$ cat src/rtl/adcHostPkg.sv
package adcHostPkg;
  localparam int FRAME_LEN = 16;
  localparam int LEAD_BITS = 4;

  typedef enum logic [1:0] {ST_IDLE, ST_SETUP, ST_CLOCK, ST_GAP} hostState_t;
  typedef enum logic [1:0] {FR_DUMMY, FR_VALID, FR_SLEEP} frameKind_t;

  typedef struct packed {
    logic shiftEn;
    logic capture;
  } hostStrobes_t;
endpackage

$ cat src/rtl/adcHostControl.sv
module adcHostControl
  import adcHostPkg::*;
#(
  parameter int DIV_HALF    = 2,
  parameter int QUIET_CYC   = 10,
  parameter int CSPULSE_CYC = 2,
  parameter int SETUP_CYC   = 2,
  parameter int SLEEP_FALLS = 4
) (
  input  logic         clk,
  input  logic         rstN,
  input  logic         startReq,
  input  logic         burstMode,
  output logic         csN,
  output logic         sclk,
  output logic         busy,
  output hostStrobes_t strobes
);
  localparam int GAP_CYC  = (QUIET_CYC > CSPULSE_CYC) ? QUIET_CYC : CSPULSE_CYC;
  localparam int WAIT_MAX = (GAP_CYC > SETUP_CYC) ? GAP_CYC : SETUP_CYC;
  localparam int WAIT_W   = $clog2(WAIT_MAX + 1);
  localparam int DIV_W    = $clog2(DIV_HALF + 1);
  localparam int FALL_W   = $clog2(FRAME_LEN + 1);
  localparam int GAP_W    = $clog2(GAP_CYC + 1);

  hostState_t          state;
  frameKind_t          kind;
  logic                burstLat;
  logic [WAIT_W-1:0]   waitCnt;
  logic [DIV_W-1:0]    divCnt;
  logic [FALL_W-1:0]   fallCnt;
  logic [FALL_W-1:0]   lastFalls;
  logic                haveNext;
  frameKind_t          nextKind;
  logic                divDone;

  always_comb begin
    lastFalls = (kind == FR_SLEEP) ? FALL_W'(SLEEP_FALLS) : FALL_W'(FRAME_LEN);
    haveNext  = (kind == FR_DUMMY) || (kind == FR_VALID && burstLat);
    nextKind  = (kind == FR_DUMMY) ? FR_VALID : FR_SLEEP;
    divDone   = (state == ST_CLOCK) && (divCnt == '0);
    strobes.shiftEn = divDone && sclk;
    strobes.capture = divDone && !sclk && (fallCnt == lastFalls) && (kind == FR_VALID);
    busy = (state != ST_IDLE);
  end

  always_ff @(posedge clk or negedge rstN) begin
    if (!rstN) begin
      state    <= ST_IDLE;
      kind     <= FR_VALID;
      burstLat <= 1'b0;
      csN      <= 1'b1;
      sclk     <= 1'b0;
      waitCnt  <= '0;
      divCnt   <= '0;
      fallCnt  <= '0;
    end else begin
      unique case (state)
        ST_IDLE: begin
          if (startReq) begin
            burstLat <= burstMode;
            kind     <= burstMode ? FR_DUMMY : FR_VALID;
            csN      <= 1'b0;
            waitCnt  <= WAIT_W'(SETUP_CYC - 1);
            fallCnt  <= '0;
            state    <= ST_SETUP;
          end
        end
        ST_SETUP: begin
          if (waitCnt == '0) begin
            divCnt <= DIV_W'(DIV_HALF - 1);
            state  <= ST_CLOCK;
          end else begin
            waitCnt <= waitCnt - 1'b1;
          end
        end
        ST_CLOCK: begin
          if (divCnt != '0) begin
            divCnt <= divCnt - 1'b1;
          end else begin
            divCnt <= DIV_W'(DIV_HALF - 1);
            if (sclk) begin
              sclk    <= 1'b0;
              fallCnt <= fallCnt + 1'b1;
            end else if (fallCnt == lastFalls) begin
              csN     <= 1'b1;
              waitCnt <= WAIT_W'(GAP_CYC - 1);
              state   <= ST_GAP;
            end else begin
              sclk <= 1'b1;
            end
          end
        end
        ST_GAP: begin
          if (waitCnt != '0) begin
            waitCnt <= waitCnt - 1'b1;
          end else if (haveNext) begin
            kind    <= nextKind;
            csN     <= 1'b0;
            waitCnt <= WAIT_W'(SETUP_CYC - 1);
            fallCnt <= '0;
            state   <= ST_SETUP;
          end else begin
            state <= ST_IDLE;
          end
        end
        default: state <= ST_IDLE;
      endcase
    end
  end

  // Count of clocks the select line has spent high, saturating at the gap.
  logic [GAP_W-1:0] csHighCnt;
  always_ff @(posedge clk or negedge rstN) begin
    if (!rstN)                              csHighCnt <= GAP_W'(GAP_CYC);
    else if (!csN)                          csHighCnt <= '0;
    else if (csHighCnt != GAP_W'(GAP_CYC))  csHighCnt <= csHighCnt + 1'b1;
  end

  assert_quiet_gap_R8: assert property (@(posedge clk) disable iff (!rstN)
    $fell(csN) |-> (csHighCnt >= GAP_W'(GAP_CYC)));

  assert_sclk_parked_R2: assert property (@(posedge clk) disable iff (!rstN)
    csN |-> !sclk);

  assert_idle_quiet_R9: assert property (@(posedge clk) disable iff (!rstN)
    !busy |-> (csN && !sclk));

  assert_fall_bound_R3: assert property (@(posedge clk) disable iff (!rstN)
    fallCnt <= FALL_W'(FRAME_LEN));
endmodule

$ cat src/rtl/adcHostDatapath.sv
module adcHostDatapath
  import adcHostPkg::*;
#(
  parameter int RES_BITS = 12
) (
  input  logic                clk,
  input  logic                rstN,
  input  hostStrobes_t        strobes,
  input  logic                sdataIn,
  output logic [RES_BITS-1:0] result,
  output logic                resultValid,
  output logic                leadErr
);
  localparam int DATA_TOP = FRAME_LEN - LEAD_BITS - 1;

  logic [FRAME_LEN-1:0] frameReg;

  always_ff @(posedge clk or negedge rstN) begin
    if (!rstN) begin
      frameReg    <= '0;
      result      <= '0;
      resultValid <= 1'b0;
      leadErr     <= 1'b0;
    end else begin
      if (strobes.shiftEn) frameReg <= {frameReg[FRAME_LEN-2:0], sdataIn};
      resultValid <= strobes.capture;
      if (strobes.capture) begin
        result  <= frameReg[DATA_TOP -: RES_BITS];
        leadErr <= |frameReg[FRAME_LEN-1 -: LEAD_BITS];
      end
    end
  end

  assert_result_hold_R4: assert property (@(posedge clk) disable iff (!rstN)
    !resultValid |-> $stable(result));

  assert_valid_single_R4: assert property (@(posedge clk) disable iff (!rstN)
    resultValid |=> !resultValid);
endmodule

$ cat src/rtl/adcBurstHost.sv
module adcBurstHost
  import adcHostPkg::*;
#(
  parameter int RES_BITS    = 12,
  parameter int DIV_HALF    = 2,
  parameter int QUIET_CYC   = 10,
  parameter int CSPULSE_CYC = 2,
  parameter int SETUP_CYC   = 2,
  parameter int SLEEP_FALLS = 4
) (
  input  logic                clk,
  input  logic                rstN,
  input  logic                startReq,
  input  logic                burstMode,
  input  logic                sdataIn,
  output logic                csN,
  output logic                sclk,
  output logic                busy,
  output logic [RES_BITS-1:0] result,
  output logic                resultValid,
  output logic                leadErr
);
  hostStrobes_t strobes;

  adcHostControl #(
    .DIV_HALF(DIV_HALF), .QUIET_CYC(QUIET_CYC), .CSPULSE_CYC(CSPULSE_CYC),
    .SETUP_CYC(SETUP_CYC), .SLEEP_FALLS(SLEEP_FALLS)
  ) u_ctrl (
    .clk(clk), .rstN(rstN), .startReq(startReq), .burstMode(burstMode),
    .csN(csN), .sclk(sclk), .busy(busy), .strobes(strobes)
  );

  adcHostDatapath #(.RES_BITS(RES_BITS)) u_data (
    .clk(clk), .rstN(rstN), .strobes(strobes), .sdataIn(sdataIn),
    .result(result), .resultValid(resultValid), .leadErr(leadErr)
  );
endmodule

$ cat config.mk
export PLATFORM = sky130hd
export DESIGN_NAME = adcBurstHost
export DESIGN_NICKNAME = d
export VERILOG_FILES = /design/src/rtl/adcHostPkg.sv /design/src/rtl/adcHostControl.sv /design/src/rtl/adcHostDatapath.sv /design/src/rtl/adcBurstHost.sv
export SDC_FILE = /design/constraint.sdc
export NUM_CORES = 1
export LEC_CHECK = 0
export ABC_AREA = 1
export BUFFER_PORTS_ARGS = -buffer_cell sky130_fd_sc_hd__clkbuf_2
export CORE_MARGIN = 10
export CORE_UTILIZATION = 63
export CTS_CLUSTER_SIZE = 12
export DETAILED_ROUTE_END_ITERATION = 8
export PLACE_DENSITY_LB_ADDON = 0.08
export SETUP_SLACK_MARGIN = 0.2
export SLEW_MARGIN = 20
export SYNTH_ARGS = -nofsm -noshare
export SYNTH_HDL_FRONTEND = slang
export SYNTH_SLANG_ARGS = --single-unit
$ cat constraint.sdc
create_clock -name clk -period 2.8 [get_ports clk]
set_input_delay 0.42 -clock clk [delete_from_list [all_inputs] [get_ports clk]]
set_output_delay 0.42 -clock clk [all_outputs]
set_load 0.01 [all_outputs]
# Word-level counts from Yosys, hierarchy flattened
# Cells that the tools add are included.
# classes
addsub	3
eq_ne	16
n_bitwise	1
mux	41
n_reduce_logical	27
# ops
op	n
5-bit 2-to-1 mux	6
4-bit 2-to-1 mux	7
2-bit 2-to-1 mux	12
6-bit AND reduction	3
4-bit one-hot mux with 4 select lines	1
5-bit one-hot mux with 3 select lines	1
2-bit != test (second input constant)	6
1-bit 2-to-1 mux	10
2-bit one-hot mux with 2 select lines	2
2-bit one-hot mux with 4 select lines	1
2-bit nonzero test	4
7-bit AND reduction	1
2-bit == test (second input constant)	3
1-bit logical AND	6
2-bit zero test	3
2-bit by 1-bit != test with 1-bit output (second input constant)	3
2-bit AND reduction	3
5-bit by 1-bit adder with 5-bit output (second input constant)	1
5-bit == test	1
2-bit by 1-bit == test with 1-bit output (second input constant)	2
4-bit zero test	1
4-bit AND reduction	1
4-bit nonzero test	1
4-bit OR reduction	1
other kinds (8)	8
# totals
elab_cells	100
in_bits	5
register_bits	48

# Longest topological paths before layout
# logic_depth
word_depth	7
depth_mapped	11

# By module
# From an unflattened synthesis, not the netlist that was laid out.
# hier_totals
hier_cells	286
hier_area_um2	2374.8
# modules_own_cells
mod	seq_area_each_um2	cells_each	instances	area_each_um2
adcHostControl	452.9	174	1	1238.7
adcHostDatapath	750.7	112	1	1136.1

# Least setup slack after synthesis
# OpenSTA, ideal clock, no wires.
# synth_timing
path_kind	register to register
from	register u_ctrl.state[0]
to	register u_data.frameReg[10]
t_required_ns	2.675
path_slack_ns	1.196
setup_time_ns	0.125
n_path_buf	2
t_arrival_ns	1.479
stages_incl_launch_ff	9
path_cell_list	dfrtp_1 > inv_1 > ha_1 > buf_6 > nand2_2 > inv_2 > nand2_4 > buf_6 > mux2_2
# synth_via
elab_chain_cells	3
# synth_lines
item	line	source
start: declaration	adcHostControl.sv:26	hostState_t state;
start signal: assignment	adcHostControl.sv:49	state <= ST_IDLE;
start signal: assignment	adcHostControl.sv:66	state <= ST_SETUP;
start signal: assignment	adcHostControl.sv:72	state <= ST_CLOCK;
2-bit == test	adcHostControl.sv:41	divDone = (state == ST_CLOCK) && (divCnt == '0);
1-bit logical AND	adcHostControl.sv:41	
1-bit logical AND	adcHostControl.sv:42	strobes.shiftEn = divDone && sclk;
end signal: assignment	adcHostDatapath.sv:25	if (strobes.shiftEn) frameReg <= {frameReg[FRAME_LEN-2:0], sdataIn};
end: declaration	adcHostDatapath.sv:16	logic [FRAME_LEN-1:0] frameReg;
# Every way passes these cells.
# A chain may end at the register's enable or synchronous reset.

# Worst setup path in the final report
# layout_timing
from	register u_ctrl.state[0]
to	output port busy
# layout_via
elab_chain_cells	1
# layout_lines
item	line	source
2-bit nonzero test	adcHostControl.sv:44	busy = (state != ST_IDLE);
end: declaration	adcBurstHost.sv:18	output logic busy,
# Every way passes these cells.

==> impl_metrics.env <==
export IMPL_rsz0062_at_grt="false"
export IMPL_synth_compound_area_frac=0.0532
export IMPL_drtIter0Drc=98
export IMPL_cp_data_required_time_ps=2380
export IMPL_criticalPathCategory="flop to output port"
export IMPL_syn_num_nets=273
export IMPL_drv_slew=0
export IMPL_hold_class="primary input to async pin"
export IMPL_grt_pass1_vias=1631
export IMPL_worstPathArrival_ps=1480
export IMPL_cp_num_cells=4
export IMPL_combPwrFrac=0.418
export IMPL_path_delay_family="buffers and inverters"
export IMPL_ys_warnings_count=0
export IMPL_design_die_area_um2=6570
export IMPL_synth_main_ff_cell="dfrtp_1"
export IMPL_wl_per_cell_um=12.7
export IMPL_switchingPower_mw=0.988
export IMPL_utilization=0.702
export IMPL_relSlewSlack=0.614
export IMPL_worst_path_buf_inv=3
export IMPL_p_int_mw=1.41
export IMPL_grt_overflow_total=0
export IMPL_stdcell_area_um2=2550
export IMPL_insertedDiodeCount=0
export IMPL_timing_final_crit_share=0.678
export IMPL_ys_seq_elements=48
export IMPL_synthTopCellsByArea="dfrtp_1 (49%), nand2_1 (13%), mux2_2 (6.7%)"
export IMPL_synth_xor_area_frac=0.00745
export IMPL_cts_buffers=5
export IMPL_r2r_end="u_data.result[0]$_DFFE_PN0P_"
export IMPL_die_h_um=81.1
export IMPL_die_w_um=81.1
export IMPL_fillers=302
export IMPL_hpwl_mm=3.04
export IMPL_synth_mux_area_frac=0.0671
export IMPL_crit_path_cell_trace="inv_1, ha_1, inv_1, clkbuf_2"
export IMPL_status="finished clean"
export IMPL_power_density_nw_per_um2=939
export IMPL_r2r_start="u_ctrl.state[0]$_DFFE_PN0P_"
export IMPL_clk_path_buf_depth=2
export IMPL_reg2reg_depth=8
export IMPL_cts_tree="yes"
export IMPL_path_common_cell="inv_1"
export IMPL_fmax_mhz=527
export IMPL_clock_power_share=0.164
export IMPL_core_region_area_um2=3630
export IMPL_synth_area_per_cell_um2=9.04
export IMPL_synth_edff_count=0
export IMPL_yosysTopAreaCell="dfrtp_1"
export IMPL_fin_tns_setup_ps=0
export IMPL_worstMarginPinSlew_ps=579
export IMPL_route_detailed_drc=0
export IMPL_cap_viol_max_count=0
export IMPL_yosys_area_share_simple=0.253
export IMPL_place_congestion=0.900
export IMPL_initial_core_util=0.647
export IMPL_cts_root_buf="clkbuf_8"
export IMPL_ys_seq_area_frac=0.512
export IMPL_cp_start_kind="flop"
export IMPL_setup_viol=0
export IMPL_synth_common_cells="nand2_1 (81), dfrtp_1 (46), inv_1 (23), nand3_1 (18), nor2_1 (17)"
export IMPL_synth_top_family_by_area="simple AND/OR/NAND/NOR gates"
export IMPL_synth_top_area_share=0.490
export IMPL_layout_drive_gt1_share=0.211
export IMPL_cts_reportedPaths_clkPinSlew_ps=90
export IMPL_cp_max_fo=6
export IMPL_synthCells=260
export IMPL_num_vias=1711
export IMPL_dr_pass1_iters=4
export IMPL_rows=22
export IMPL_synthAdderAreaFrac=0.0426
export IMPL_antenna_left=0
export IMPL_ir_worst_vdd_uv=640
export IMPL_hold_viol=0
export IMPL_crit_slowest_cell="dfrtp_1"
export IMPL_ys_types=30
export IMPL_placed_area_um2=2470
export IMPL_htreeDepth=2
export IMPL_synth_most_common_cell="nand2_1"
export IMPL_nets=297
export IMPL_cts_sinks=48
export IMPL_fin_skew_ps=7.41
export IMPL_endpoint_kind="output port"
export IMPL_wl_mm=4.23
export IMPL_seqPwrFrac=0.418
export IMPL_reg2reg_slack_ps=910
export IMPL_p_total_mw=2.40
export IMPL_fin_crit_ps=1900
export IMPL_grt_max_degree=49
export IMPL_io_buffers=21
export IMPL_area_delta_synth_final_pct=8.57
export IMPL_p_leak_nw=1.39
export IMPL_sw_frac_of_total=0.412
export IMPL_max_stage_delay_ps=440
export IMPL_synthArstFlopShare=1.00
export IMPL_ios=22
export IMPL_antenna_found_initial=0
export IMPL_cts_resized=0
export IMPL_vias_per_cell=5.15
export IMPL_post_cts_buffers=0
export IMPL_insertion_delay_ps=300
export IMPL_grt_pass1_wl_mm=7.31
export IMPL_netlist_area_um2=2350
export IMPL_cts_hold_buf=0
export IMPL_grt_total_usage=0.140
## worst reg2reg max path: cells and delay by family (launching register included)
family / cells / cell delay (ps)
simple gates: 5 / 650
fa+ha+maj: 1 / 380
buf+inv: 2 / 360
flops: 1 / 440
## final cells by class
type | instances | area (µm²) | share of cell area
clock buffers | 5 | 68.8 | 0.0270
clock inverters | 2 | 12.5 | 0.00490
inverters | 26 | 97.6 | 0.0383
multi-input cells | 181 | 996 | 0.390
flip-flops and latches | 48 | 1200 | 0.472
well taps | 48 | 60.1 | 0.0235
repair buffers | 22 | 113 | 0.0441
## metal layers
metal,vias to the layer above,track usage,part of all wire
met1,800,0.177,0.48
li1,876,-,-
met3,6,0.0386,0.046
met4,0,0.0519,0.015
met2,29,0.224,0.46
met5,-,0,0
## cell usage in the layout (no fill, tap or decap)
cell type and count:
clkinvlp_4 1, clkbuf_8 5, dfrtp_1 46, xnor2_1 1, clkinv_2 1, inv_2 3
nor4_1 1, a21boi_2 1, nand3b_1 1, dfstp_2 2, a21oi_1 6, clkbuf_2 21
mux2_2 14, a31oi_1 1, nor3_1 1, nand3_1 18, and3_1 1, xor2_1 1
inv_1 23, nor2_2 2, nand4_4 1, or2_2 2, o21ai_0 14, o211ai_1 1
and2_1 1, buf_4 1, nand2_4 1, nand2_1 81, nor2_4 1, ha_1 8
nor2_1 17, nand2_2 4, nand4_1 2
## kinds of logic (layout without fill, tap and decap cells)
logic type               Yosys count  after routing
AO/OA/AOI/OAI                     23             23
XOR/XNOR                           2              2
adder cells (fa/ha/maj)            8              8
buffers and inverters             31             55
AND/OR/NAND/NOR                  134            134
flip-flops                        48             48
multiplexers                      14             14
## metrics by stage
step | hold slack, ps | worst slack, ps | cells
5_1_grt | 247 | 665 | 332
2_1_floorplan | 124 | 1200 | 260
3_5_place_dp | 461 | 914 | 325
6_report | 199 | 902 | 332
3_3_place_gp | 460 | 999 | 325
4_1_cts | 221 | 899 | 332
## sequential cells by signal (all words and copies together) (netlist names)
| name | flops |
|---|---|
| u_data.result | 12 |
| u_ctrl.fallCnt | 5 |
| u_data.resultValid | 1 |
| u_ctrl.burstLat | 1 |
| u_data.leadErr | 1 |
| u_ctrl.sclk | 1 |
| u_ctrl.waitCnt | 4 |
| u_data.frameReg | 16 |
| u_ctrl.state | 2 |
| u_ctrl.kind | 2 |
| u_ctrl.divCnt | 2 |
| u_ctrl.csN | 1 |
## how the worst max path moves through the flow
| stage | slack, ps | end | from |
|---|---|---|---|
| 2_1_floorplan | 1200 | u_data.frameReg[10]$_DFFE_PN0P_ | u_ctrl.state[0]$_DFFE_PN0P_ |
| 3_3_place_gp | 1000 | u_data.result[2]$_DFFE_PN0P_ | u_ctrl.state[0]$_DFFE_PN0P_ |
| 3_5_place_dp | 910 | u_data.result[0]$_DFFE_PN0P_ | u_ctrl.state[0]$_DFFE_PN0P_ |
| 4_1_cts | 900 | u_data.result[10]$_DFFE_PN0P_ | u_ctrl.state[0]$_DFFE_PN0P_ |
| 5_1_grt | 670 | u_ctrl.state[0]$_DFFE_PN0P_ | u_ctrl.state[0]$_DFFE_PN0P_ |
| 6_report | 900 | busy | u_ctrl.state[0]$_DFFE_PN0P_ |
## power groups by stage
stage	clock network, mW	registers (mW)	logic [mW]
finish	0.394	1.00	1.00
global route	0.424	1.02	1.18
CTS	0.400	1.00	1.01
detailed placement	0	1.01	0.999
global placement	0	1.01	0.974
floorplan	0	0.982	0.815
Power figures use the tool's default switching activity.
